==> src/rtl/perf_pkg.sv <==
package perf_pkg;
  localparam int DATA_W = 32;
  localparam int SEL_W  = 6;
  localparam int EVT_N  = 1 << SEL_W;
  localparam int B_EXL  = 0;
  localparam int B_KERN = 1;
  localparam int B_SUP  = 2;
  localparam int B_USER = 3;
  localparam int B_IE   = 4;
  localparam int SEL_LO = 5;
  localparam int SEL_HI = SEL_LO + SEL_W - 1;
  localparam int CTL_W  = SEL_HI + 1;

  typedef enum logic [1:0] {
    PM_KERNEL = 2'd0,
    PM_SUPER  = 2'd1,
    PM_USER   = 2'd2,
    PM_NONE   = 2'd3
  } priv_mode_e;
endpackage

==> src/rtl/perf_mode_gate.sv <==
module perf_mode_gate
  import perf_pkg::*;
(
  input  logic [3:0]  mask_i,
  input  priv_mode_e  priv_mode_i,
  input  logic        exl_i,
  output logic        en_o
);
  logic mode_ok;

  always_comb begin
    unique case (priv_mode_i)
      PM_KERNEL: mode_ok = mask_i[B_KERN];
      PM_SUPER:  mode_ok = mask_i[B_SUP];
      PM_USER:   mode_ok = mask_i[B_USER];
      default:   mode_ok = 1'b0;
    endcase
  end

  // exception level overrides the mode qualifier
  assign en_o = exl_i ? mask_i[B_EXL] : mode_ok;
endmodule

==> src/rtl/perf_ctr_slice.sv <==
module perf_ctr_slice
  import perf_pkg::*;
#(
  parameter bit HAS_NEXT = 1'b0
) (
  input  logic              clk_i,
  input  logic              rst_ni,
  input  logic              ctl_we_i,
  input  logic              cnt_we_i,
  input  logic [DATA_W-1:0] wdata_i,
  input  logic [EVT_N-1:0]  evt_i,
  input  priv_mode_e        priv_mode_i,
  input  logic              exl_i,
  output logic [DATA_W-1:0] ctl_o,
  output logic [DATA_W-1:0] cnt_o,
  output logic              req_o
);
  localparam int PAD_W = DATA_W - 1 - CTL_W;

  logic [CTL_W-1:0]  ctl_q;
  logic [DATA_W-1:0] cnt_q;
  logic              gate_en;
  logic              evt_sel;
  logic              inc;

  perf_mode_gate u_gate (
    .mask_i      (ctl_q[B_USER:B_EXL]),
    .priv_mode_i (priv_mode_i),
    .exl_i       (exl_i),
    .en_o        (gate_en)
  );

  assign evt_sel = evt_i[ctl_q[SEL_HI:SEL_LO]];
  assign inc     = gate_en & evt_sel;

  always_ff @(posedge clk_i or negedge rst_ni) begin
    if (!rst_ni)       ctl_q <= '0;
    else if (ctl_we_i) ctl_q <= wdata_i[CTL_W-1:0];
  end

  // software write wins over increment
  always_ff @(posedge clk_i or negedge rst_ni) begin
    if (!rst_ni)       cnt_q <= '0;
    else if (cnt_we_i) cnt_q <= wdata_i;
    else if (inc)      cnt_q <= cnt_q + 1'b1;
  end

  assign ctl_o = {HAS_NEXT, {PAD_W{1'b0}}, ctl_q};
  assign cnt_o = cnt_q;
  assign req_o = ctl_q[B_IE] & cnt_q[DATA_W-1];

  assert_wr_priority_R8: assert property (@(posedge clk_i) disable iff (!rst_ni)
    cnt_we_i |=> cnt_q == $past(wdata_i));

  assert_count_step_R4: assert property (@(posedge clk_i) disable iff (!rst_ni)
    (inc && !cnt_we_i) |=> cnt_q == $past(cnt_q) + 1'b1);

  assert_idle_hold_R11: assert property (@(posedge clk_i) disable iff (!rst_ni)
    (!inc && !cnt_we_i) |=> $stable(cnt_q));

  assert_no_mode_R4: assert property (@(posedge clk_i) disable iff (!rst_ni)
    (priv_mode_i == PM_NONE && !exl_i) |-> !gate_en);
endmodule

==> src/rtl/perf_ctr_unit.sv <==
module perf_ctr_unit
  import perf_pkg::*;
#(
  parameter int NUM_CTR = 4,
  parameter int IDX_W   = 2
) (
  input  logic              clk_i,
  input  logic              rst_ni,
  input  logic [63:0]       evt_i,
  input  logic [1:0]        priv_mode_i,
  input  logic              exl_i,
  input  logic [IDX_W-1:0]  idx_i,
  input  logic              sel_ctl_i,
  input  logic              wr_en_i,
  input  logic              rd_en_i,
  input  logic [31:0]       wdata_i,
  output logic [31:0]       rd_data_o,
  output logic              irq_o
);
  localparam logic [IDX_W:0] NUM_L = (IDX_W+1)'(NUM_CTR);

  logic [DATA_W-1:0] ctl_rd [NUM_CTR];
  logic [DATA_W-1:0] cnt_rd [NUM_CTR];
  logic [NUM_CTR-1:0] req;
  logic [DATA_W-1:0] rd_mux;
  logic [DATA_W-1:0] rd_q;
  priv_mode_e        pm;

  assign pm = priv_mode_e'(priv_mode_i);

  for (genvar i = 0; i < NUM_CTR; i++) begin : g_ctr
    localparam logic [IDX_W-1:0] MY_IDX = IDX_W'(i);
    localparam bit NEXT = (i < NUM_CTR - 1);
    logic hit;
    assign hit = wr_en_i && (idx_i == MY_IDX);

    perf_ctr_slice #(.HAS_NEXT(NEXT)) u_slice (
      .clk_i       (clk_i),
      .rst_ni      (rst_ni),
      .ctl_we_i    (hit & sel_ctl_i),
      .cnt_we_i    (hit & ~sel_ctl_i),
      .wdata_i     (wdata_i),
      .evt_i       (evt_i),
      .priv_mode_i (pm),
      .exl_i       (exl_i),
      .ctl_o       (ctl_rd[i]),
      .cnt_o       (cnt_rd[i]),
      .req_o       (req[i])
    );
  end

  assign irq_o = |req;

  always_comb begin
    rd_mux = '0;
    for (int i = 0; i < NUM_CTR; i++) begin
      if ({1'b0, idx_i} == (IDX_W+1)'(i)) rd_mux = sel_ctl_i ? ctl_rd[i] : cnt_rd[i];
    end
  end

  always_ff @(posedge clk_i or negedge rst_ni) begin
    if (!rst_ni)      rd_q <= '0;
    else if (rd_en_i) rd_q <= rd_mux;
  end

  assign rd_data_o = rd_q;

  assert_oob_read_zero_R10: assert property (@(posedge clk_i) disable iff (!rst_ni)
    (rd_en_i && ({1'b0, idx_i} >= NUM_L)) |=> rd_data_o == '0);
endmodule

==> config.mk <==
export PLATFORM = sky130hd
export DESIGN_NAME = perf_ctr_unit
export DESIGN_NICKNAME = d
export VERILOG_FILES = /design/src/rtl/perf_pkg.sv /design/src/rtl/perf_mode_gate.sv /design/src/rtl/perf_ctr_slice.sv /design/src/rtl/perf_ctr_unit.sv
export SDC_FILE = /design/constraint.sdc
export NUM_CORES = 1
export LEC_CHECK = 0
export BUFFER_PORTS_ARGS = -buffer_cell sky130_fd_sc_hd__buf_2
export CAP_MARGIN = 30
export CORE_ASPECT_RATIO = 1.2
export CORE_UTILIZATION = 55
export DETAILED_ROUTE_END_ITERATION = 8
export GPL_TIMING_DRIVEN = 0
export HOLD_SLACK_MARGIN = 0.06
export PLACE_DENSITY = 0.78
export SYNTH_ARGS = -nofsm -noshare
export SYNTH_HDL_FRONTEND = slang
export SYNTH_SLANG_ARGS = --single-unit
==> constraint.sdc <==
create_clock -name clk_i -period 4.05 [get_ports clk_i]
set_input_delay 0.81 -clock clk_i [delete_from_list [all_inputs] [get_ports clk_i]]
set_output_delay 0.81 -clock clk_i [all_outputs]
set_load 0.1 [all_outputs]
Yosys cells after proc, flatten, opt, wreduce, memory -nomap -nowiden
Index checks and enable logic that the tools add are counted.
Widths: inputs -> output; s select.
{ "word_totals": {"mem_bits_rw": 0, "reg_bits": 204, "memories": 0, "in_bits": 106, "latch_bits": 0, "elab_cells": 82, "out_inout_bits": 33, "romBits": 0} }
{ "op_classes": {"n_div": 0, "mul": 0, "add_sub_neg": 4, "shifts": 0, "reduce_logical": 11, "magnitude_cmp": 4, "n_mux": 32, "bitwise": 17, "n_eq_ne": 5} }
{ "ops": {"columns": ["op", "count"], "rows": [
  ["$mux 32", 16],
  ["$add 32x1->32 const B", 4],
  ["$lt 6x7->1 const B", 4],
  ["$bmux 1 s6", 4],
  ["$and 1x1->1", 16],
  ["$pmux 1 s3", 4],
  ["$mux 1", 8],
  ["$reduce_bool 2->1", 4],
  ["$eq 2x2->1 const B", 3],
  ["$eq 2x1->1 const B", 2],
  ["$logic_and 1x1->1", 4],
  ["$logic_not 2->1", 2],
  ["$reduce_or 4->1", 1],
  ["$not 1->1", 1]
]} }

Logic depth before layout (Yosys ltp)
{ "depth": {"ltp_word": 6, "mapped_depth": 12, "depth_no_buf": 7} }

Modules after synthesis
A second synthesis with hierarchy kept.
{ "unflattened": {"hier_cells": 1767, "hier_area_um2": 16653.5} }
{ "by_module_without_submodules": {"columns": ["module", "seq_area_each_um2", "instances", "cells_each", "area_each_um2"], "rows": [
  ["perf_ctr_slice (g_ctr[0].u_slice ...)", 1076.0, 3, 345, 3251.9],
  ["perf_ctr_unit", 800.8, 1, 372, 3514.6],
  ["perf_ctr_slice (g_ctr[3].u_slice)", 1076.0, 1, 344, 3248.1],
  ["perf_mode_gate", 0.0, 4, 4, 33.8]
]} }

Worst setup path before layout
OpenSTA, ideal clock, no wires.
{ "synth_timing": {"kind": "in2reg", "from": "input priv_mode_i[1]", "to": "register g_ctr[3].u_slice.cnt_q[26]", "setup_slack_ns": 1.187, "t_arrival_ns": 2.739, "path_buffers": 1, "setup_time_ns": 0.124, "path_stages": 8, "required_ns": 3.926, "cell_sequence": "clkbuf_1 > mux2_2 > a221oi_2 > nor3_1 > a32oi_1 > and2_1 > nor4_1 > a211o_1"} }
{ "synth_between": {"elab_chain_len": 5, "word_cells_on_any_way": 7, "classes_between": "eq/ne (2); mux (2); bitwise (1); reduce/logical (2)"} }
{ "synth_rtl": {"columns": ["element", "line", "rtl"], "rows": [
  ["start, declared", "perf_ctr_unit.sv:10", "input logic [1:0] priv_mode_i,"],
  ["$eq 2x2->1, or another cell as far along", "perf_mode_gate.sv:12", "unique case (priv_mode_i)"],
  ["$pmux 1 s3 *", "perf_mode_gate.sv:12", null],
  ["$mux 1 *", "perf_mode_gate.sv:21", "assign en_o = exl_i ? mask_i[B_EXL] : mode_ok;"],
  ["$and 1x1->1 *", "perf_ctr_slice.sv:34", "assign inc = gate_en & evt_sel;"],
  ["$reduce_bool 2->1 (no line) *", null, null],
  ["end signal, assigned", "perf_ctr_slice.sv:44", "else if (cnt_we_i) cnt_q <= wdata_i;"],
  ["end signal, assigned", "perf_ctr_slice.sv:45", "else if (inc) cnt_q <= cnt_q + 1'b1;"],
  ["end, declared", "perf_ctr_slice.sv:21", "logic [DATA_W-1:0] cnt_q;"]
]} }
Mark *: on every way between the ends. The rest lies on a longest branch, timed or not.
A chain may end at the register's enable or synchronous reset.

Final worst setup path
{ "layout_timing": {"from": "register g_ctr[1].u_slice.ctl_q[6]", "to": "register g_ctr[1].u_slice.cnt_q[20]"} }
{ "layout_between": {"elab_chain_len": 4} }
{ "layout_rtl": {"columns": ["element", "line", "rtl"], "rows": [
  ["start, declared", "perf_ctr_slice.sv:20", "logic [CTL_W-1:0] ctl_q;"],
  ["start signal, assigned", "perf_ctr_slice.sv:38", "else if (ctl_we_i) ctl_q <= wdata_i[CTL_W-1:0];"],
  ["$bmux 1 s6", "perf_ctr_slice.sv:33", "assign evt_sel = evt_i[ctl_q[SEL_HI:SEL_LO]];"],
  ["$mux 1 (not written as such)", "perf_ctr_slice.sv:33", null],
  ["$and 1x1->1", "perf_ctr_slice.sv:34", null],
  ["$reduce_bool 2->1 (no line)", null, null],
  ["end signal, assigned", "perf_ctr_slice.sv:44", null],
  ["end signal, assigned", "perf_ctr_slice.sv:45", null],
  ["end, declared", "perf_ctr_slice.sv:21", null]
]} }
Every way passes these cells. The select of a mux whose other input is x is not followed.

==> impl_metrics.ini <==
[status]
outcome = finished, final reports clean

[place]
hpwlAfterDp_mm = 39.7
routabilityCongestion = 1.06
dp_cells = 2006
port_buffers = 133

[clock_tree]
post_cts_resize_count = 0
path_clk_slew_ps = 60
cts_buffers = 24
clk_path_buf_depth = 3
cts_sinks = 204
cts_hold_buf = 0
clockRootBuffer = clkbuf_16
postCtsSetupRepairBufs = 0
worstSkewPairLatency_ps = 540
htree_levels = 1
tritoncts = yes

[global_route]
grt_first_pass_wirelength_mm = 78.2
met2_usage = 0.606
use_met3 = 0.0658
grt_use_met1 = 0.478
grt_pass1_vias = 13400
grtUsageTotal = 0.386
grt-ovfl-total = 0
antenna_found_initial = 3
grt_max_degree = 105
busiest_layer = met2

[logic_synthesis]
synthesis.area_um2 = 14600
synthTopCellsByArea = dfrtp_1, mux4_2, mux2i_1, mux2_2, nand2_1
synthArstFlopShare = 1.00
synth.top_cell.area_share = 0.350
synth_ff_type = dfrtp_1
yosys_warnings = 0
avgSynthCellArea_um2 = 9.47
ys_seq_area_frac = 0.350
syn-num-nets = 1649
netlist_instances = 1539
synth_edf_count = 0
synth_cell_type_count = 77
synth_seq_cells = 204
yosysTopAreaCell = dfrtp_1

[detailed_routing]
routed_wl_mm = 52.4
drcViolationCount = 0
initialDrtViolationCount = 1527
ant_nets = 0
avgRoutedWirePerCell_um = 25.6
dr.pass1.iters = 6
via_per_inst = 6.90
route.vias.total = 14200

[power_and_ir_drop]
ir_drop_mv = 0.364
power.density_nw_per_um2 = 522
leakagePower_nw = 6.60

[die]
dieArea_um2 = 27100
chipHeight_um = 180
design.core.area_um2 = 25800
start_util = 0.565
rows = 64
io-pin-count = 139
die_w_um = 151

[sta]
worst_pin_slew_ps = 1020
fmax_mhz = 281
setup_viol = 0
slew_headroom = 0.302
period_share = 0.879
layout_min_cycle_time_ps = 3560
clock_skew_ps = 20.2
hold_violations = 0
drv_slew = 0
rsz0062_at_grt = false

[min_path]
hp-class = in2async

[worst_setup_path]
worstReg2RegEnd = g_ctr[1].u_slice.cnt_o[20]$_DFFE_PN0P_
required_ps = 4500
cp_max_fo = 10
worst_setup_path_start_kind = flop
ff2ff_setup_slack_ps = 490
r2r-start = g_ctr[1].u_slice.ctl_q[6]$_DFFE_PN0P_
end_kind = flop
arrival_ps = 4020
reg2reg_depth = 10
critical_path_class = reg2reg

[layout]
layout_common_cells = dfrtp_1, nand2_1, buf_2
final_common_cell = dfrtp_1
nNetsFinal = 1813
post-route-util = 0.642
area_delta_synth_final_pct = 13.6
final_cells = 2051
layout-drive-gt1-share = 0.196

[run]
maxCapViolCount = 0
worst max path at each step:
stage,startpoint,endpoint,slack [ps],cells past startpoint
3_5_place_dp,idx_i[0],rd_data_o[28]$_DFFE_PN0P_,350,6
4_1_cts,g_ctr[2].u_slice.ctl_q[6]$_DFFE_PN0P_,g_ctr[2].u_slice.cnt_o[29]$_DFFE_PN0P_,580,8
2_1_floorplan,priv_mode_i[1],g_ctr[3].u_slice.cnt_o[26]$_DFFE_PN0P_,1190,8
6_report,g_ctr[1].u_slice.ctl_q[6]$_DFFE_PN0P_,g_ctr[1].u_slice.cnt_o[20]$_DFFE_PN0P_,490,10
3_3_place_gp,rst_ni,g_ctr[3].u_slice.ctl_q[7]$_DFFE_PN0P_,-1400,1
5_1_grt,g_ctr[1].u_slice.ctl_q[6]$_DFFE_PN0P_,g_ctr[1].u_slice.cnt_o[13]$_DFFE_PN0P_,390,10
synthesized netlist by cell type, drive strengths merged (6+ instances only):
cell       n
dfrtp    204
nand2    163
nor2     106
o21ai     88
mux2i     77
nand3     76
clkbuf    74
mux4      70
inv       62
mux2      57
a31oi     49
xnor2     45
nor4      42
buf       35
nand4     35
o22ai     35
a21oi     33
and3      30
or3       29
or4       24
and2      18
nor2b     18
nor3      17
o211ai    16
a22oi     14
and4      13
o31ai     13
xor2      11
a211oi     7
a221oi     7
o2111ai    6
cell families after synthesis:
logic type      after synthesis  share of synthesized area
compound gates              298                      0.130
xor+xnor                     56                     0.0337
fa+ha+maj                     4                    0.00344
buf+inv                     172                     0.0586
flops                       204                      0.350
mux                         204                      0.210
simple gates                601                      0.213
stage by stage:
step	setup TNS (ps)	worst slack (ps)	instance area, µm²	power, mW	hold slack, ps
3_5_place_dp	0	346	15700	6.27	511
2_1_floorplan	0	1190	14600	5.24	491
5_1_grt	0	390	16500	8.95	383
6_report	0	489	16600	8.65	285
3_3_place_gp	-282440	-1400	15600	6.18	485
4_1_cts	0	577	16500	8.55	365
state kept, by name, summed over array words and instances, names as in the netlist:
signal / count
g_ctr.u_slice.cnt_o: 128
g_ctr.u_slice.ctl_q: 44
rd_data_o: 32
cell type report:
class	count	area, µm²
clock buffer	32	682
inverter	62	233
sequential	204	5100
antenna	3	7.51
clock inverter	9	143
tap	330	413
multi-input combinational	1163	8610
buffer	110	621
fill	2138	9230
timing repair buffer	138	741
worst max-delay path, stage by stage, from the launching register on:
cell	delay (ps)
dfrtp_1	330
clkbuf_1	390
buf_2	370
mux4_1	350
mux2i_1	150
mux2i_1	150
a211oi_2	780
clkbuf_1	450
nor4_1	190
xnor2_1	160
o21ai_0	160
power breakdown:
group / switching (mW) / internal, mW / total (mW) / leakage, nW
clock network: 0.916 / 1.38 / 2.29 / 0.392
logic: 1.96 / 1.26 / 3.22 / 3.80
registers: 0.651 / 2.49 / 3.14 / 2.42
routing by layer:
metal / wire [µm] / vias up / part of all wire
li1: - / 6136 / -
met4: 4380 / 0 / 0.084
met5: 0 / - / 0
met1: 18800 / 6752 / 0.36
met3: 5230 / 254 / 0.10
met2: 24000 / 1020 / 0.46
No activity file was read; power rests on OpenSTA's default activity.
